## config.mk

```make
export PLATFORM = sky130hd
export DESIGN_NAME = bfly_fu
export DESIGN_NICKNAME = d
export VERILOG_FILES = /design/src/rtl/bfly_pkg.sv /design/src/rtl/bfly_mulpipe.sv /design/src/rtl/bfly_ctrl.sv /design/src/rtl/bfly_fu.sv
export SDC_FILE = /design/constraint.sdc
export NUM_CORES = 2
export LEC_CHECK = 0
export BUFFER_PORTS_ARGS = -buffer_cell sky130_fd_sc_hd__buf_2
export CAP_MARGIN = 20
export CORE_MARGIN = 2
export CORE_UTILIZATION = 66
export DETAILED_ROUTE_END_ITERATION = 10
export GPL_ROUTABILITY_DRIVEN = 0
export PLACE_DENSITY = 0.88
export RECOVER_POWER = 50
export REMOVE_ABC_BUFFERS = 1
export SETUP_SLACK_MARGIN = 0.5
export SYNTH_ARGS = -nofsm -noshare
export SYNTH_HDL_FRONTEND = slang
export SYNTH_SLANG_ARGS = --single-unit
export TNS_END_PERCENT = 20
```

## constraint.sdc

```tcl
create_clock -name clk -period 2.55 [get_ports clk]
set_input_delay 0.1275 -clock clk [delete_from_list [all_inputs] [get_ports clk]]
set_output_delay 0.1275 -clock clk [all_outputs]
set_load 0.02 [all_outputs]
```

## src/rtl/bfly_pkg.sv

```systemverilog
package bfly_pkg;
  localparam int DW   = 16;
  localparam int FRAC = DW - 1;

  typedef enum logic [2:0] {
    ST_IDLE, ST_MUL, ST_CMB, ST_AREAD, ST_WR0, ST_WR1
  } bfly_st_e;

  localparam logic signed [DW:0]   NMAX  = (DW+1)'(2**(DW-1) - 1);
  localparam logic signed [DW:0]   NMIN  = -(DW+1)'(2**(DW-1));
  localparam logic signed [2*DW:0] WMAX  = (2*DW+1)'(2**(DW-1) - 1);
  localparam logic signed [2*DW:0] WMIN  = -(2*DW+1)'(2**(DW-1));
  localparam logic [2*DW:0]        RND_K = (2*DW+1)'(1) << (FRAC - 1);

  // clamp a one-bit-wide sum back to DW bits
  function automatic logic signed [DW-1:0] clamp_n(input logic signed [DW:0] v);
    if (v > NMAX) return NMAX[DW-1:0];
    if (v < NMIN) return NMIN[DW-1:0];
    return v[DW-1:0];
  endfunction

  function automatic logic signed [DW-1:0] add_sat(input logic signed [DW-1:0] x,
                                                   input logic signed [DW-1:0] y);
    logic signed [DW:0] v;
    v = {x[DW-1], x} + {y[DW-1], y};
    return clamp_n(v);
  endfunction

  function automatic logic signed [DW-1:0] sub_sat(input logic signed [DW-1:0] x,
                                                   input logic signed [DW-1:0] y);
    logic signed [DW:0] v;
    v = {x[DW-1], x} - {y[DW-1], y};
    return clamp_n(v);
  endfunction

  // round a full-width product half up and saturate to DW bits
  function automatic logic signed [DW-1:0] rnd_sat(input logic signed [2*DW-1:0] p);
    logic signed [2*DW:0] t;
    logic signed [2*DW:0] s;
    t = {p[2*DW-1], p} + RND_K;
    s = t >>> FRAC;
    if (s > WMAX) return WMAX[DW-1:0];
    if (s < WMIN) return WMIN[DW-1:0];
    return s[DW-1:0];
  endfunction
endpackage

```

## src/rtl/bfly_mulpipe.sv

```systemverilog
module bfly_mulpipe
  import bfly_pkg::*;
#(
  parameter int LAT = 3
) (
  input  logic                 clk,
  input  logic                 en,
  input  logic signed [DW-1:0] x,
  input  logic signed [DW-1:0] y,
  output logic signed [DW-1:0] q
);
  logic signed [2*DW-1:0] prod_c;
  logic signed [DW-1:0]   rnd_c;
  logic signed [DW-1:0]   stg_q [LAT];

  always_comb begin
    prod_c = x * y;
    rnd_c  = rnd_sat(prod_c);
  end

  always_ff @(posedge clk) begin
    if (en) begin
      stg_q[0] <= rnd_c;
      for (int i = 1; i < LAT; i++) stg_q[i] <= stg_q[i-1];
    end
  end

  assign q = stg_q[LAT-1];
endmodule

```

## src/rtl/bfly_ctrl.sv

```systemverilog
module bfly_ctrl
  import bfly_pkg::*;
#(
  parameter int MUL_LAT = 3
) (
  input  logic clk,
  input  logic rst_n,
  input  logic start,
  input  logic flex_mode,
  input  logic stall,
  output logic busy,
  output logic ld_bw,
  output logic mul_en,
  output logic ld_cp,
  output logic a_req,
  output logic ld_a,
  output logic wr_valid,
  output logic wr_sel,
  output logic op_flex
);
  localparam int CW = (MUL_LAT > 1) ? $clog2(MUL_LAT) : 1;
  localparam logic [CW-1:0] CNT_LAST = CW'(MUL_LAT - 1);

  bfly_st_e      state_q, state_d;
  logic [CW-1:0] cnt_q, cnt_d;
  logic          flex_q;
  logic          hold;

  assign hold = flex_q & stall;

  always_comb begin
    state_d  = state_q;
    cnt_d    = cnt_q;
    ld_bw    = 1'b0;
    mul_en   = 1'b0;
    ld_cp    = 1'b0;
    a_req    = 1'b0;
    ld_a     = 1'b0;
    wr_valid = 1'b0;
    wr_sel   = 1'b0;
    case (state_q)
      ST_IDLE: if (start) begin
        ld_bw   = 1'b1;
        cnt_d   = '0;
        state_d = ST_MUL;
      end
      ST_MUL: begin
        mul_en = 1'b1;
        if (cnt_q == CNT_LAST) state_d = ST_CMB;
        else                   cnt_d   = cnt_q + 1'b1;
      end
      ST_CMB: begin
        ld_cp   = 1'b1;
        state_d = ST_AREAD;
      end
      ST_AREAD: begin
        a_req = 1'b1;
        if (!hold) begin
          ld_a    = 1'b1;
          state_d = ST_WR0;
        end
      end
      ST_WR0: if (!hold) begin
        wr_valid = 1'b1;
        state_d  = ST_WR1;
      end
      ST_WR1: begin
        wr_sel = 1'b1;
        if (!hold) begin
          wr_valid = 1'b1;
          state_d  = ST_IDLE;
        end
      end
      default: state_d = ST_IDLE;
    endcase
  end

  always_ff @(posedge clk or negedge rst_n) begin
    if (!rst_n) begin
      state_q <= ST_IDLE;
      cnt_q   <= '0;
      flex_q  <= 1'b0;
    end else begin
      state_q <= state_d;
      cnt_q   <= cnt_d;
      if (ld_bw) flex_q <= flex_mode;
    end
  end

  assign busy    = (state_q != ST_IDLE);
  assign op_flex = flex_q;
endmodule

```

## src/rtl/bfly_fu.sv

```systemverilog
module bfly_fu
  import bfly_pkg::*;
#(
  parameter int MUL_LAT = 3
) (
  input  logic          clk,
  input  logic          rst_n,
  input  logic          start,
  input  logic          flex_mode,
  input  logic          stall,
  input  logic [DW-1:0] rd0,
  input  logic [DW-1:0] rd1,
  input  logic [DW-1:0] rd2,
  input  logic [DW-1:0] rd3,
  output logic          a_req,
  output logic          wr_valid,
  output logic [DW-1:0] wr0,
  output logic [DW-1:0] wr1,
  output logic          busy
);
  localparam int NUM_MUL = 4;

  logic rst_meta_q, rst_ns;
  always_ff @(posedge clk or negedge rst_n) begin
    if (!rst_n) begin
      rst_meta_q <= 1'b0;
      rst_ns     <= 1'b0;
    end else begin
      rst_meta_q <= 1'b1;
      rst_ns     <= rst_meta_q;
    end
  end

  logic ld_bw, mul_en, ld_cp, ld_a, wr_sel, op_flex;

  bfly_ctrl #(.MUL_LAT(MUL_LAT)) u_ctrl (
    .clk      (clk),
    .rst_n    (rst_ns),
    .start    (start),
    .flex_mode(flex_mode),
    .stall    (stall),
    .busy     (busy),
    .ld_bw    (ld_bw),
    .mul_en   (mul_en),
    .ld_cp    (ld_cp),
    .a_req    (a_req),
    .ld_a     (ld_a),
    .wr_valid (wr_valid),
    .wr_sel   (wr_sel),
    .op_flex  (op_flex)
  );

  logic signed [DW-1:0] b_re_q, b_im_q, w_re_q, w_im_q;
  always_ff @(posedge clk) begin
    if (ld_bw) begin
      b_re_q <= $signed(rd0);
      b_im_q <= $signed(rd1);
      w_re_q <= $signed(rd2);
      w_im_q <= $signed(rd3);
    end
  end

  // partial products: 0 = re*re, 1 = im*im, 2 = re(b)*im(w), 3 = im(b)*re(w)
  logic signed [DW-1:0] mx [NUM_MUL];
  logic signed [DW-1:0] my [NUM_MUL];
  logic signed [DW-1:0] mq [NUM_MUL];

  always_comb begin
    mx[0] = b_re_q;  my[0] = w_re_q;
    mx[1] = b_im_q;  my[1] = w_im_q;
    mx[2] = b_re_q;  my[2] = w_im_q;
    mx[3] = b_im_q;  my[3] = w_re_q;
  end

  for (genvar gi = 0; gi < NUM_MUL; gi++) begin : g_mul
    bfly_mulpipe #(.LAT(MUL_LAT)) u_mul (
      .clk(clk),
      .en (mul_en),
      .x  (mx[gi]),
      .y  (my[gi]),
      .q  (mq[gi])
    );
  end

  logic signed [DW-1:0] cp_re_q, cp_im_q;
  always_ff @(posedge clk) begin
    if (ld_cp) begin
      cp_re_q <= sub_sat(mq[0], mq[1]);
      cp_im_q <= add_sat(mq[2], mq[3]);
    end
  end

  logic signed [DW-1:0] a_re, a_im;
  logic signed [DW-1:0] sp_re_q, sp_im_q, dn_re_q, dn_im_q;
  assign a_re = $signed(rd0);
  assign a_im = $signed(rd1);

  always_ff @(posedge clk) begin
    if (ld_a) begin
      sp_re_q <= add_sat(a_re, cp_re_q);
      sp_im_q <= add_sat(a_im, cp_im_q);
      dn_re_q <= sub_sat(a_re, cp_re_q);
      dn_im_q <= sub_sat(a_im, cp_im_q);
    end
  end

  assign wr0 = wr_sel ? dn_re_q : sp_re_q;
  assign wr1 = wr_sel ? dn_im_q : sp_im_q;
endmodule

```

==> results of run 1 <==
## cell families after synthesis
kind of cell	count (synthesis)	synth area share, %
compound gates	598	7.06
xor+xnor	159	2.49
fa+ha+maj	1502	47.6
buf+inv	1505	10.1
flops	360	19.1
mux	43	0.847
other cells	1	0.00667
simple gates	1444	12.7
## metal layers
metal / overflow / global-route usage, %
met2: 13 / 84.0
met5: 0 / 39.0
met3: 5 / 62.4
met1: 1 / 66.9
met4: 18 / 68.6
## metrics by stage
step	instances	hold WS [ns]	area, um^2	setup TNS, ns
CTS	7736	0.00881	68800	-327.72
detailed placement	7523	-0.0845	64800	-344.34
global placement	7523	-0.0863	64800	-310.53
floorplan	5371	-0.168	55300	-1121.65
## timing repair
action                                  4_1_cts
pin swaps                                   134
endpoints found under the setup margin      192
gates resized for setup                     284
endpoints found under the hold margin        69
gates cloned                                 10
buffers inserted                             51
hold buffers                                 70
==> impl_metrics.ini, run 1 <==
[logic_synthesis]
async_reset_ff_share_pct = 2.22
ys_seq_elements = 360
dominantRegCellSynth = edfxtp_1
yosysTopAreaCell = fa_1
synth.top_cell.area_share_pct = 38.2
synth_commonest_cells = inv_1, fa_1, nand2_1
yosysMostFrequentCell = inv_1
synth-edff-count = 352
ys.warnings.count = 0
syn_avg_cell_area_um2 = 10.0
syn-cell-area_um2 = 56300
yosysSeqAreaShare_pct = 19.1
netlist_instances = 5612
yosysUniqueCellTypes = 97
synth_top_cells_by_area = fa_1, edfxtp_1, ha_1, inv_1, and2_1

[clock_network]
htree_levels = 2
cts_buffer_depth = 3
cts.sinks = 360
numCtsBuffers = 44
root_buffer = clkbuf_16

[placed_design]
port_buffers = 103
dp_hpwl_um = 141000
dpl_worst_slack_ns = -4.51

[outcome]
outcome = stopped before the end
tool.error = [ERROR GRT-0116] Global routing finished with congestion. Check the congestion regions in the DRC Viewer.
lastStage = 5_1_grt

[grt]
track_usage_pct = 70.3
grt_pass1_wl_um = 435000
grt_max_degree = 65
gr-total-overflow = 37
grt_pass1_vias = 64700

[floorplanning]
start_util_pct = 66.3
num_io_pins = 104
die_w_um = 296
std_cell_rows = 107
die_h_um = 296
==> run 2: changes to the inputs <==
Settings changed: CORE_UTILIZATION 66 to 40, PLACE_DENSITY 0.88 to default, PLACE_DENSITY_LB_ADDON from default to 0.15, SETUP_SLACK_MARGIN 0.5 to default.
==> run 2 against run 1 <==
  * The flow now finishes, with violations (setup timing)
  * Area after synthesis unchanged
  * Synthesized cell count stayed put
==> impl_metrics.ini, run 2 <==
[placed_design]
dpl_worst_slack_ns = -4.27
post-place-cells = 8291
port_buffers = 103
dp_hpwl_um = 129000

[floorplanning]
die_area_um2 = 144000
num_io_pins = 104
core_area_um2 = 140000
start_util_pct = 40.3
die_w_um = 379
die_h_um = 379
std_cell_rows = 137

[outcome]
violations = setup timing
outcome = finished, violations left

[clock_network]
clk_latency_ns = 0.63
htree_levels = 2
numCtsBuffers = 43
root_buffer = clkbuf_16
clk_pin_slew_ns = 0.07
cts_tree = yes
cts.sinks = 360
cts_buffer_depth = 3

[final_layout]
final_net_count = 8131
top_register = g_mul.u_mul.stg_q
largest_reg_flops = 192
layout-drive-gt1-share_pct = 21.0
syn_to_final_growth_pct = 24.4
final_common_cell = inv_1
final_cells = 8491
mostFrequentLayoutCells = inv_1, fa_1, buf_4, nand2_1, and2_1

[routing]
drtIter0Drc = 1845
dr.pass1.iters = 5
drc = 0
wl_um = 153000
via_count = 40700
detail_route.wl_per_cell_um = 18.0
drt-vias-per-instance = 4.79
antenna_left = 0

[sta]
fmax_ghz = 0.149
finalHoldViolCount = 0
skew_ns = 0.0389
setup_tns_ns = -305.19
fin_ws_ns = -4.15
maxSlewHeadroom_pct = 36.9
final.period_utilization_pct = 263
worst_pin_slew_ns = 0.946
rsz0062_at_grt = yes
layout_min_cycle_time_ns = 6.70
setup_viol = 174
finalMaxSlewViolations = 0

[critical_path]
path_max_fanout = 11
cp_slowest_stage_delay_ns = 0.52
rr_startpoint = w_im_q[5]
crit_path_frequent_cell = fa_1
slowest_stage = fa_1
cp-end-kind = register
crit_required_ns = 3.00
crit_family = adder cells
arrival_ns = 7.15
worst_setup_path_start_kind = register
worstSetupPathType = register to register
path_buf_inv = 7
path_cells = buf_4 > buf_6 > and2_1 > fa_1 > inv_1 > fa_1 > fa_1 > inv_1 > fa_1 > fa_1 > inv_1 > fa_1 > inv_2 > ha_4 > o211a_1 > a211oi_4 > or3_4 > o31ai_4 > buf_6 > a311oi_4 > o31ai_4 > xor2_2 > or4b_1 > o211ai_1
crit_start = w_im_q[5]

[logic_synthesis]
syn_avg_cell_area_um2 = 10.0
synth.top_cell.area_share_pct = 38.2
async_reset_ff_share_pct = 2.22
yosysTopAreaCell = fa_1
yosysSeqAreaShare_pct = 19.1
yosysUniqueCellTypes = 97
ys.warnings.count = 0
dominantRegCellSynth = edfxtp_1
synth_commonest_cells = inv_1, fa_1, nand2_1
netlist_instances = 5612
synth_top_cells_by_area = fa_1, edfxtp_1, ha_1, inv_1, and2_1
ys_seq_elements = 360
synth-edff-count = 352
syn-cell-area_um2 = 56300
yosysMostFrequentCell = inv_1

[grt]
grt_pass1_wl_um = 245000
antenna_found_initial = 6
grt_pass1_vias = 44300
gr-total-overflow = 0
track_usage_pct = 21.9
grt_max_degree = 34

[job]
max_cap_violations = 0

[min_path]
min_path_type = primary input to register
min-delay-start = rd1[0]
[run 2: cell counts after synthesis]
Identical to the previous run, type by type.
[run 2: routing by layer]
layer	routed length (um)	track usage, %
met1	69100	29.8
met2	73900	37.5
met3	5810	2.24
met4	4060	5.23
met5	0	0
[run 2: cells by family after synthesis]
logic type	Yosys count	share of synthesized area (%)
compound gates	598	7.06
other cells	1	0.00667
xor+xnor	159	2.49
simple gates	1444	12.7
flops	360	19.1
fa+ha+maj	1502	47.6
buf+inv	1505	10.1
mux	43	0.847
[run 2: path summary, 6_finish.rpt]
| kind | to | cells past startpoint | slack, ns |
|---|---|---|---|
| max | g_mul[1].u_mul.stg_q[0][6] | 24 | -4.15 |
| min | sp_im_q[0] | 4 | 0.06 |
| max reg2reg | g_mul[1].u_mul.stg_q[0][6] | 24 | -4.15 |
| min reg2reg | u_ctrl.state_q[0] | 0 | 0.10 |
| max in group asynchronous | rst_meta_q | 3 | 2.06 |
| min in group asynchronous | u_ctrl.state_q[0] | 0 | 0.10 |
[run 2: layout make-up]
| class | count | area [um^2] |
|---|---|---|
| clock buffer | 54 | 1130 |
| clock inverter | 26 | 223 |
| timing repair buffer | 1162 | 9860 |
| inverter | 1264 | 4760 |
| fill | 13100 | 69600 |
| tap | 1876 | 2350 |
| sequential | 360 | 10800 |
| multi-input combinational | 3748 | 40900 |
| antenna | 1 | 2.50 |
[run 2: worst register-to-register path, stage by stage, from the launching register on]
cell      delay (ns)
edfxtp_1        0.43
buf_4           0.16
buf_6           0.13
and2_1          0.15
fa_1            0.51
inv_1           0.05
fa_1            0.46
fa_1            0.52
inv_1           0.06
fa_1            0.48
fa_1            0.50
inv_1           0.05
fa_1            0.49
inv_2           0.05
ha_4            0.27
o211a_1         0.18
a211oi_4        0.08
or3_4           0.43
o31ai_4         0.19
buf_6           0.17
a311oi_4        0.12
o31ai_4         0.22
xor2_2          0.26
or4b_1          0.46
o211ai_1        0.09
[run 2: timing repair]
action / CTS / global route
cloned: 1 / 5
hold buffers: 71 / 0
setup endpoints to repair: 160 / 160
setup buffers: 12 / 30
hold endpoints to repair: 69 / 0
pin swaps: 27 / 91
resized for setup: 88 / 235
[run 2: per-stage QoR]
stage          hold slack (ns)  util, %  area (um^2)
2_1_floorplan           -0.168        -        55300
3_3_place_gp           -0.0874     47.5        66300
3_5_place_dp           -0.0862     47.5        66300
4_1_cts                 0.0199     49.3        68900
5_1_grt                 0.0856     50.2        70000
6_report                0.0645     50.2        70000
Power of run 2 is left out: the tool's default activity adds up to more than one toggle a clock period on the data nets, which glitch-free logic cannot reach.
